### src/rtl/sbr_pkg.sv
package sbr_pkg;

  typedef enum logic [1:0] {
    SBR_IDLE  = 2'd0,
    SBR_WAIT  = 2'd1,
    SBR_ALARM = 2'd2
  } sbr_state_e;

endpackage

### src/rtl/sbr_key_edge.sv
module sbr_key_edge (
  input  logic clk,
  input  logic rst_n,
  input  logic ign_on,
  output logic key_prev,
  output logic key_rise
);

  logic prev_q;

  always_ff @(posedge clk or negedge rst_n) begin
    if (!rst_n) begin
      prev_q <= 1'b0;
    end else begin
      prev_q <= ign_on;
    end
  end

  assign key_prev = prev_q;
  assign key_rise = ign_on & ~prev_q;

endmodule

### src/rtl/sbr_timer.sv
module sbr_timer #(
  parameter int CNT_W    = 4,
  parameter int ALARM_AT = 5,
  parameter int QUIET_AT = 10
) (
  input  logic             clk,
  input  logic             rst_n,
  input  logic             clr,
  input  logic             tick,
  output logic [CNT_W-1:0] count,
  output logic             hit_alarm,
  output logic             hit_quiet
);

  localparam logic [CNT_W-1:0] CNT_MAX   = {CNT_W{1'b1}};
  localparam logic [CNT_W-1:0] ALARM_LIM = CNT_W'(ALARM_AT);
  localparam logic [CNT_W-1:0] QUIET_LIM = CNT_W'(QUIET_AT);

  logic [CNT_W-1:0] cnt_q;
  logic [CNT_W-1:0] cnt_d;
  logic             cnt_en;

  assign cnt_en = clr | (tick & (cnt_q != CNT_MAX));

  always_comb begin
    if (clr) begin
      cnt_d = '0;
    end else begin
      cnt_d = cnt_q + 1'b1;
    end
  end

  always_ff @(posedge clk or negedge rst_n) begin
    if (!rst_n) begin
      cnt_q <= '0;
    end else if (cnt_en) begin
      cnt_q <= cnt_d;
    end
  end

  assign count     = cnt_q;
  assign hit_alarm = (cnt_q >= ALARM_LIM);
  assign hit_quiet = (cnt_q >= QUIET_LIM);

endmodule

### src/rtl/sbr_fsm.sv
module sbr_fsm
  import sbr_pkg::*;
(
  input  logic       clk,
  input  logic       rst_n,
  input  logic       key_rise,
  input  logic       ign_on,
  input  logic       belt_fastened,
  input  logic       hit_alarm,
  input  logic       hit_quiet,
  output sbr_state_e state,
  output logic       alarm
);

  sbr_state_e state_q;
  sbr_state_e state_d;
  logic       alarm_q;
  logic       quit;

  assign quit = belt_fastened | ~ign_on;

  always_comb begin
    state_d = state_q;
    unique case (state_q)
      SBR_IDLE: begin
        if (key_rise) state_d = SBR_WAIT;
      end
      SBR_WAIT: begin
        if (quit)           state_d = SBR_IDLE;
        else if (hit_alarm) state_d = SBR_ALARM;
      end
      SBR_ALARM: begin
        if (quit || hit_quiet) state_d = SBR_IDLE;
      end
      default: state_d = SBR_IDLE;
    endcase
  end

  always_ff @(posedge clk or negedge rst_n) begin
    if (!rst_n) begin
      state_q <= SBR_IDLE;
      alarm_q <= 1'b0;
    end else begin
      state_q <= state_d;
      alarm_q <= (state_d == SBR_ALARM);
    end
  end

  assign state = state_q;
  assign alarm = alarm_q;

endmodule

### src/rtl/seatbelt_reminder.sv
module seatbelt_reminder
  import sbr_pkg::*;
#(
  parameter int CNT_W    = 4,
  parameter int ALARM_AT = 5,
  parameter int QUIET_AT = 10
) (
  input  logic clk,
  input  logic rst_n,
  input  logic ign_on,
  input  logic belt_fastened,
  input  logic time_tick,
  output logic alarm
);

  logic             key_prev;
  logic             key_rise;
  logic [CNT_W-1:0] count;
  logic             hit_alarm;
  logic             hit_quiet;
  sbr_state_e       state;

  sbr_key_edge u_edge (
    .clk      (clk),
    .rst_n    (rst_n),
    .ign_on   (ign_on),
    .key_prev (key_prev),
    .key_rise (key_rise)
  );

  sbr_timer #(
    .CNT_W    (CNT_W),
    .ALARM_AT (ALARM_AT),
    .QUIET_AT (QUIET_AT)
  ) u_timer (
    .clk       (clk),
    .rst_n     (rst_n),
    .clr       (key_rise),
    .tick      (time_tick),
    .count     (count),
    .hit_alarm (hit_alarm),
    .hit_quiet (hit_quiet)
  );

  sbr_fsm u_fsm (
    .clk           (clk),
    .rst_n         (rst_n),
    .key_rise      (key_rise),
    .ign_on        (ign_on),
    .belt_fastened (belt_fastened),
    .hit_alarm     (hit_alarm),
    .hit_quiet     (hit_quiet),
    .state         (state),
    .alarm         (alarm)
  );

endmodule

### config.mk
export PLATFORM = sky130hd
export DESIGN_NAME = seatbelt_reminder
export DESIGN_NICKNAME = d
export VERILOG_FILES = /design/src/rtl/sbr_pkg.sv /design/src/rtl/sbr_key_edge.sv /design/src/rtl/sbr_timer.sv /design/src/rtl/sbr_fsm.sv /design/src/rtl/seatbelt_reminder.sv
export SDC_FILE = /design/constraint.sdc
export NUM_CORES = 1
export LEC_CHECK = 0
export CORE_AREA = 2 2 39 41
export DETAILED_ROUTE_END_ITERATION = 7
export DIE_AREA = 0 0 41 43
export PLACE_DENSITY = 0.51
export SYNTH_ARGS = -nofsm -noshare
export SYNTH_HDL_FRONTEND = slang
export SYNTH_HIERARCHICAL = 1
export SYNTH_SLANG_ARGS = --single-unit
### constraint.sdc
create_clock -name clk -period 2 [get_ports clk]
set_input_delay 0.4 -clock clk [delete_from_list [all_inputs] [get_ports clk]]
set_output_delay 0.4 -clock clk [all_outputs]
set_load 0.1 [all_outputs]
==> impl_metrics.toml, run 1 <==
[synthesis]
synth_compound_area_share_pct = 10.2
ys_ff_latch = 8
synth_top_area_cell = "dfrtp_1"
synthMuxAreaShare_pct = 5.54
synth_cell_types = 21
synth.cell_area_um2 = 452
netlist.area_leader.share_pct = 44.3
synth_warnings = 6
yosys.area_share.adder_pct = 11.1
syn_avg_cell_area_um2 = 11.0
synth-seq-area-share_pct = 44.3
synth_area_leaders = "dfrtp_1 (44%), ha_1 (11%), nand2b_1 (6.9%)"
synth_xor_xnor_area_share_pct = 0
synth_top_family_by_area = "simple AND/OR/NAND/NOR gates"
synth_cells = 41
synth_simple_gate_area_share_pct = 27.1
synth_nets = 50

[die]
num_rows = 14
die_w_um = 41
io_pins = 6
dieHeight_um = 43
core-area_mm2 = 0.00138
die-area_mm2 = 0.00176
initial_core_util_pct = 32.6

[clocking]
htree_levels = 1
cts-root-buf = "clkbuf_4"
cts_tree = "built"
cts.sinks = 8
hold_buffers = 0
insertion_delay_ns = 0.25
post_cts_buffers = 0
cts_buffers = 3
clkSlewWorstSetupHoldPaths_ns = 0.05
cts_max_path_buffers = 2
cts_resized = 0

[critical_path]
critical_path.slowest_cell = "dfrtp_1"
path_max_fanout = 5
startpoint_type = "flip-flop"
worst_ep_required_time_ns = 2.18
crit_type = "flip-flop to flip-flop"
critPathMaxStageDelay_ns = 0.41
crit_path_end_kind = "flip-flop"
startpoint = "u_timer/count[0]$_DFFE_PN0P_"
worstPathArrival_ns = 1.78
cp_top_family = "compound AO/OA/AOI/OAI gates"
cp_cell_sequence = "inv_1 -> ha_1 -> o31a_1 -> or3b_1 -> a21oi_1"
timing.critical_path.buf_inv = 1
r2r_start = "u_timer/count[0]$_DFFE_PN0P_"

[grt]
grt_usage_pct = 12.3
grt.overflow.total = 0
grt_pass1_vias = 330
grt_max_degree = 9
antenna_found_initial = 0
grt_pass1_wl_um = 1440

[finish]
drive_gt1_share_pct = 14.3
fin_util_pct = 39.2
finish.net_count = 60
antenna_cells = 0
n_fill_cell = 135
area_growth_pct = 19.9
multi_input_area_um2 = 244
seq_area_um2 = 200

[detailed_routing]
antenna_left = 0
routed-via-count = 331
first_iter_violations = 4
dr.pass1.iters = 4
wl_per_cell_um = 12.6
avgViaCountPerCell = 5.09
drc = 0
wirelength_um = 816

[worst_hold_path]
holdCritPathClass = "primary input to async pin"

[timing]
slew_headroom_pct = 74.9
skew_ns = 0.00600
tightestPinTransition_ns = 0.375
fmax_mhz = 626
hold_viol = 0
final.setup.tns_ns = 0
grt_setup_unrepaired = "no"
period_needed_ns = 1.60
setup_viol = 0
period_share_pct = 79.9
finalMaxSlewViolations = 0

[power_and_ir_drop]
powerDensity_mw_per_mm2 = 843
p_leak_uw = 0.000257
vdd_drop_max_mv = 0.351

[job]
drv_cap = 0

[outcome]
status = "finished, final reports clean"

[place]
portBuffers = 5
place_congestion = 0.705
hpwl_um = 627
## cell usage in the layout, fill, tap and decap left out, drive strengths merged, types with 2 or more instances in the layout
| master | synthesis | layout |
|---|---|---|
| a21oi | 5 | 5 |
| nor2 | 2 | 2 |
| ha | 4 | 4 |
| dfrtp | 8 | 8 |
| nand2b | 5 | 5 |
| inv | 2 | 2 |
| clkdlybuf4s50 | 0 | 4 |
| clkbuf | 0 | 3 |
| nor2b | 2 | 2 |
## cells in the mapped netlist (all sizes together)
cell type,number
o31a,1
mux2i,1
nand2b,5
nand4,1
mux2,1
and3,1
inv,2
dfrtp,8
nor3,1
or3b,1
a21oi,5
nor2b,2
ha,4
o21ai,1
nand4bb,1
a21o,1
nor2,2
and4b,1
or2,1
nand3b,1
## layer usage
| layer | wire length, µm | track usage [%] | up-vias |
|---|---|---|---|
| li1 | - | - | 161 |
| met1 | 369 | 15.9 | 159 |
| met2 | 387 | 18.1 | 9 |
| met3 | 37 | 1.57 | 2 |
| met4 | 21 | 8.00 | 0 |
| met5 | 0 | 0 | - |
## logic make-up after synthesis
kind of cell | count (synthesis)
AND/OR/NAND/NOR | 17
AO/OA/AOI/OAI | 8
flip-flops | 8
adder cells (fa/ha/maj) | 4
buffers and inverters | 2
multiplexers | 2
## power by group
| part | internal (µW) | switching [µW] | total (µW) |
|---|---|---|---|
| Combinational | 57.9 | 57.7 | 116 |
| Clock | 68.5 | 52.7 | 121 |
| Sequential | 186 | 33.5 | 220 |
## layout make-up
type	instances	area share, %
Clock buffer	3	4.16
Tap cell	16	3.70
Multi-Input combinational cell	31	45.0
Timing Repair Buffer	5	8.78
Sequential cell	8	37.0
Inverter	2	1.39
## worst paths after layout
path,to,slack (ns),cells past startpoint
max,u_fsm/state[1]$_DFF_PN0_,0.40,5
max reg2reg,u_fsm/state[1]$_DFF_PN0_,0.40,5
min,u_timer/count[0]$_DFFE_PN0P_,0.43,1
min in group clk,u_fsm/state[0]$_DFF_PN0_,0.43,1
max in group asynchronous,u_timer/count[2]$_DFFE_PN0P_,1.30,1
min reg2reg,u_fsm/state[0]$_DFF_PN0_,0.43,1
## through the flow
step                area [µm²]  power [µW]  hold WS [ns]  cells  worst slack, ns
finish                     542         457         0.428     65            0.401
global route               542         495         0.450     65            0.255
CTS                        542         468         0.433     65            0.393
detailed placement         519         340         0.424     62            0.376
global placement           519         332         0.417     62            0.390
floorplan                  452         297         0.104     41            0.533
## state kept, by name (all words and copies together), names as in the netlist
signal           flops
u_fsm/alarm          1
u_edge/key_prev      1
u_timer/count        4
u_fsm/state          2
## worst register-to-register path, delay by kind of cell, from the launching register on
family | cells | cell delay (ns)
DFF | 1 | 0.41
and+or+nand+nor | 1 | 0.37
AOI/OAI and AO/OA | 2 | 0.43
adders and majority gates | 1 | 0.20
buffers and inverters | 1 | 0.10
Power figures use the tool's default switching activity.
==> run 2: changes to the inputs <==
PLACE_DENSITY = 0.53   (was 0.51)
clock period = 1.44 ns   (was 2 ns; I/O delays follow)
==> run 2 against run 1 <==
Setup slack got worse by 0.39 ns. Hold slack got worse by 0.11 ns. Non-clock buffer count increased by 8. Final area increased by 23%. Maximum frequency increased by 12%. Critical endpoint unchanged.
==> impl_metrics.toml, run 2 (synthesis gave the netlist of run 1 again) <==
[outcome]
status = "finished, final reports clean"

[grt]
gr-usage-met1_pct = 14.8
antenna_found_initial = 0
grt_usage_pct = 12.6
grt.overflow.total = 0
grt_pass1_vias = 364
grt_max_degree = 9
met2_usage_pct = 19.4
gr-usage-met3_pct = 1.57
grt_pass1_wl_um = 1430
globalRoute.busiestLayer = "met2"

[timing]
grt_setup_unrepaired = "yes"
slew_headroom_pct = 76.1
skew_ns = 0.00298
tightestPinTransition_ns = 0.357
final.setup.tns_ns = 0
hold_viol = 0
finalMaxSlewViolations = 0
period_needed_ns = 1.42
fmax_mhz = 702
setup_viol = 0
period_share_pct = 98.9

[die]
core-area_mm2 = 0.00138
initial_core_util_pct = 32.6
dieHeight_um = 43
die-area_mm2 = 0.00176
die_w_um = 41
io_pins = 6
num_rows = 14

[finish]
antenna_cells = 0
largest_register_ffs = 4
final_cell_count_no_fill = 73
seq_area_um2 = 203
area_growth_pct = 47.9
drive_gt1_share_pct = 47.4
layout_common_cells = "buf_4 (7), dfrtp_1 (6), clkdlybuf4s50_1 (4), nand2b_1 (4)"
layout_commonest_cell = "buf_4"
multi_input_area_um2 = 292
n_fill_cell = 128
finish.net_count = 68

[critical_path]
path_max_fanout = 5
r2r-end = "u_fsm/state[1]$_DFF_PN0_"
critical_path.slowest_cell = "dfrtp_2"
cp_top_family = "flip-flops"
worst_ep_required_time_ns = 1.62
worstPathArrival_ns = 1.60
r2r_start = "u_timer/count[1]$_DFFE_PN0P_"
cp_cell_sequence = "buf_4 -> o31a_1 -> or3b_4 -> a21oi_2"
crit_path_end_kind = "flip-flop"
startpoint_type = "flip-flop"
critPathMaxStageDelay_ns = 0.44
worst-r2r-setup-slack_ns = 0.02
timing.critical_path.buf_inv = 1
reg2reg_depth = 4
crit_type = "flip-flop to flip-flop"

[detailed_routing]
dr.pass1.iters = 4
avgViaCountPerCell = 4.89
antenna_left = 0
drc = 0
wl_per_cell_um = 12.8
wirelength_um = 931
first_iter_violations = 1
routed-via-count = 357

[power_and_ir_drop]
seq_power_share_pct = 41.5
p_clk_share_pct = 21.9
sw_frac_of_total_pct = 31.6
internal_power_uw = 510
powerDensity_mw_per_mm2 = 1120
p_leak_uw = 0.000301
vdd_drop_max_mv = 0.650
comb_power_share_pct = 36.7
switchingPower_uw = 235

[clocking]
cts_buffers = 3
cts-root-buf = "clkbuf_4"
htree_levels = 1
clkSlewWorstSetupHoldPaths_ns = 0.05
hold_buffers = 0
cts.sinks = 8
insertion_delay_ns = 0.25
cts_max_path_buffers = 2
cts_tree = "built"

[place]
hpwl_um = 706
post-place-cells = 70
place_congestion = 0.732
portBuffers = 5

[job]
drv_cap = 0

[worst_hold_path]
holdCritPathClass = "primary input to async pin"
## run 2: layout make-up
type	instances	share of cell area, %
clock buffer	3	3.37
multi-input combinational	31	43.6
timing repair buffer	13	18.5
sequential	8	30.3
tap	16	3.00
inverter	2	1.12
## run 2: worst max-delay path by stage
stage | endpoint | start | cells after the start | slack [ns]
after global placement | u_fsm/alarm$_DFF_PN0_ | u_timer/count[0]$_DFFE_PN0P_ | 5 | -0.04
after detailed placement | u_fsm/state[1]$_DFF_PN0_ | u_timer/count[0]$_DFFE_PN0P_ | 5 | -0.09
final | u_fsm/state[1]$_DFF_PN0_ | u_timer/count[1]$_DFFE_PN0P_ | 4 | 0.02
after CTS | u_fsm/state[0]$_DFF_PN0_ | u_timer/count[0]$_DFFE_PN0P_ | 6 | -0.05
after global routing | u_fsm/state[1]$_DFF_PN0_ | u_timer/count[0]$_DFFE_PN0P_ | 5 | -0.04
after floorplan | u_fsm/alarm$_DFF_PN0_ | u_timer/count[0]$_DFFE_PN0P_ | 5 | -0.01
## run 2: metrics by stage
stage / utilization, % / total power, µW / hold WS [ns] / cell area, µm² / worst slack (ns)
floorplan: - / 414 / -0.00759 / 452 / -0.0111
global placement: 42.8 / 505 / 0.423 / 592 / -0.0361
detailed placement: 42.8 / 517 / 0.439 / 592 / -0.0942
CTS: 45.3 / 692 / 0.326 / 627 / -0.0491
global route: 48.3 / 804 / 0.344 / 668 / -0.0369
finish: 48.3 / 746 / 0.316 / 668 / 0.0152
## run 2: power by group through the flow
stage	logic (µW)	registers [µW]	clock network, µW
5_1_grt	301	315	188
2_1_floorplan	110	304	0
3_3_place_gp	201	304	0
3_5_place_dp	213	304	0
4_1_cts	218	301	173
6_report	273	309	163
## run 2: metal layers
layer / vias to the layer above / part of all wire, % / wire length, µm
met2: 5 / 54 / 501
met4: 0 / 1.1 / 10
met3: 2 / 3.3 / 31
met1: 172 / 42 / 389
li1: 178 / - / -
met5: - / 0 / 0
## run 2: what timing repair did
item                                    CTS  global route
endpoints found under the setup margin    3             5
resized for setup                         4            10
pin swaps                                 6             5
buffers inserted                          0             0
==> run 3: changes to the inputs <==
CAP_MARGIN = 20   (was default)
==> results of run 3 <==
Same layout as run 2: the final DEF is identical, and so are final timing and power.
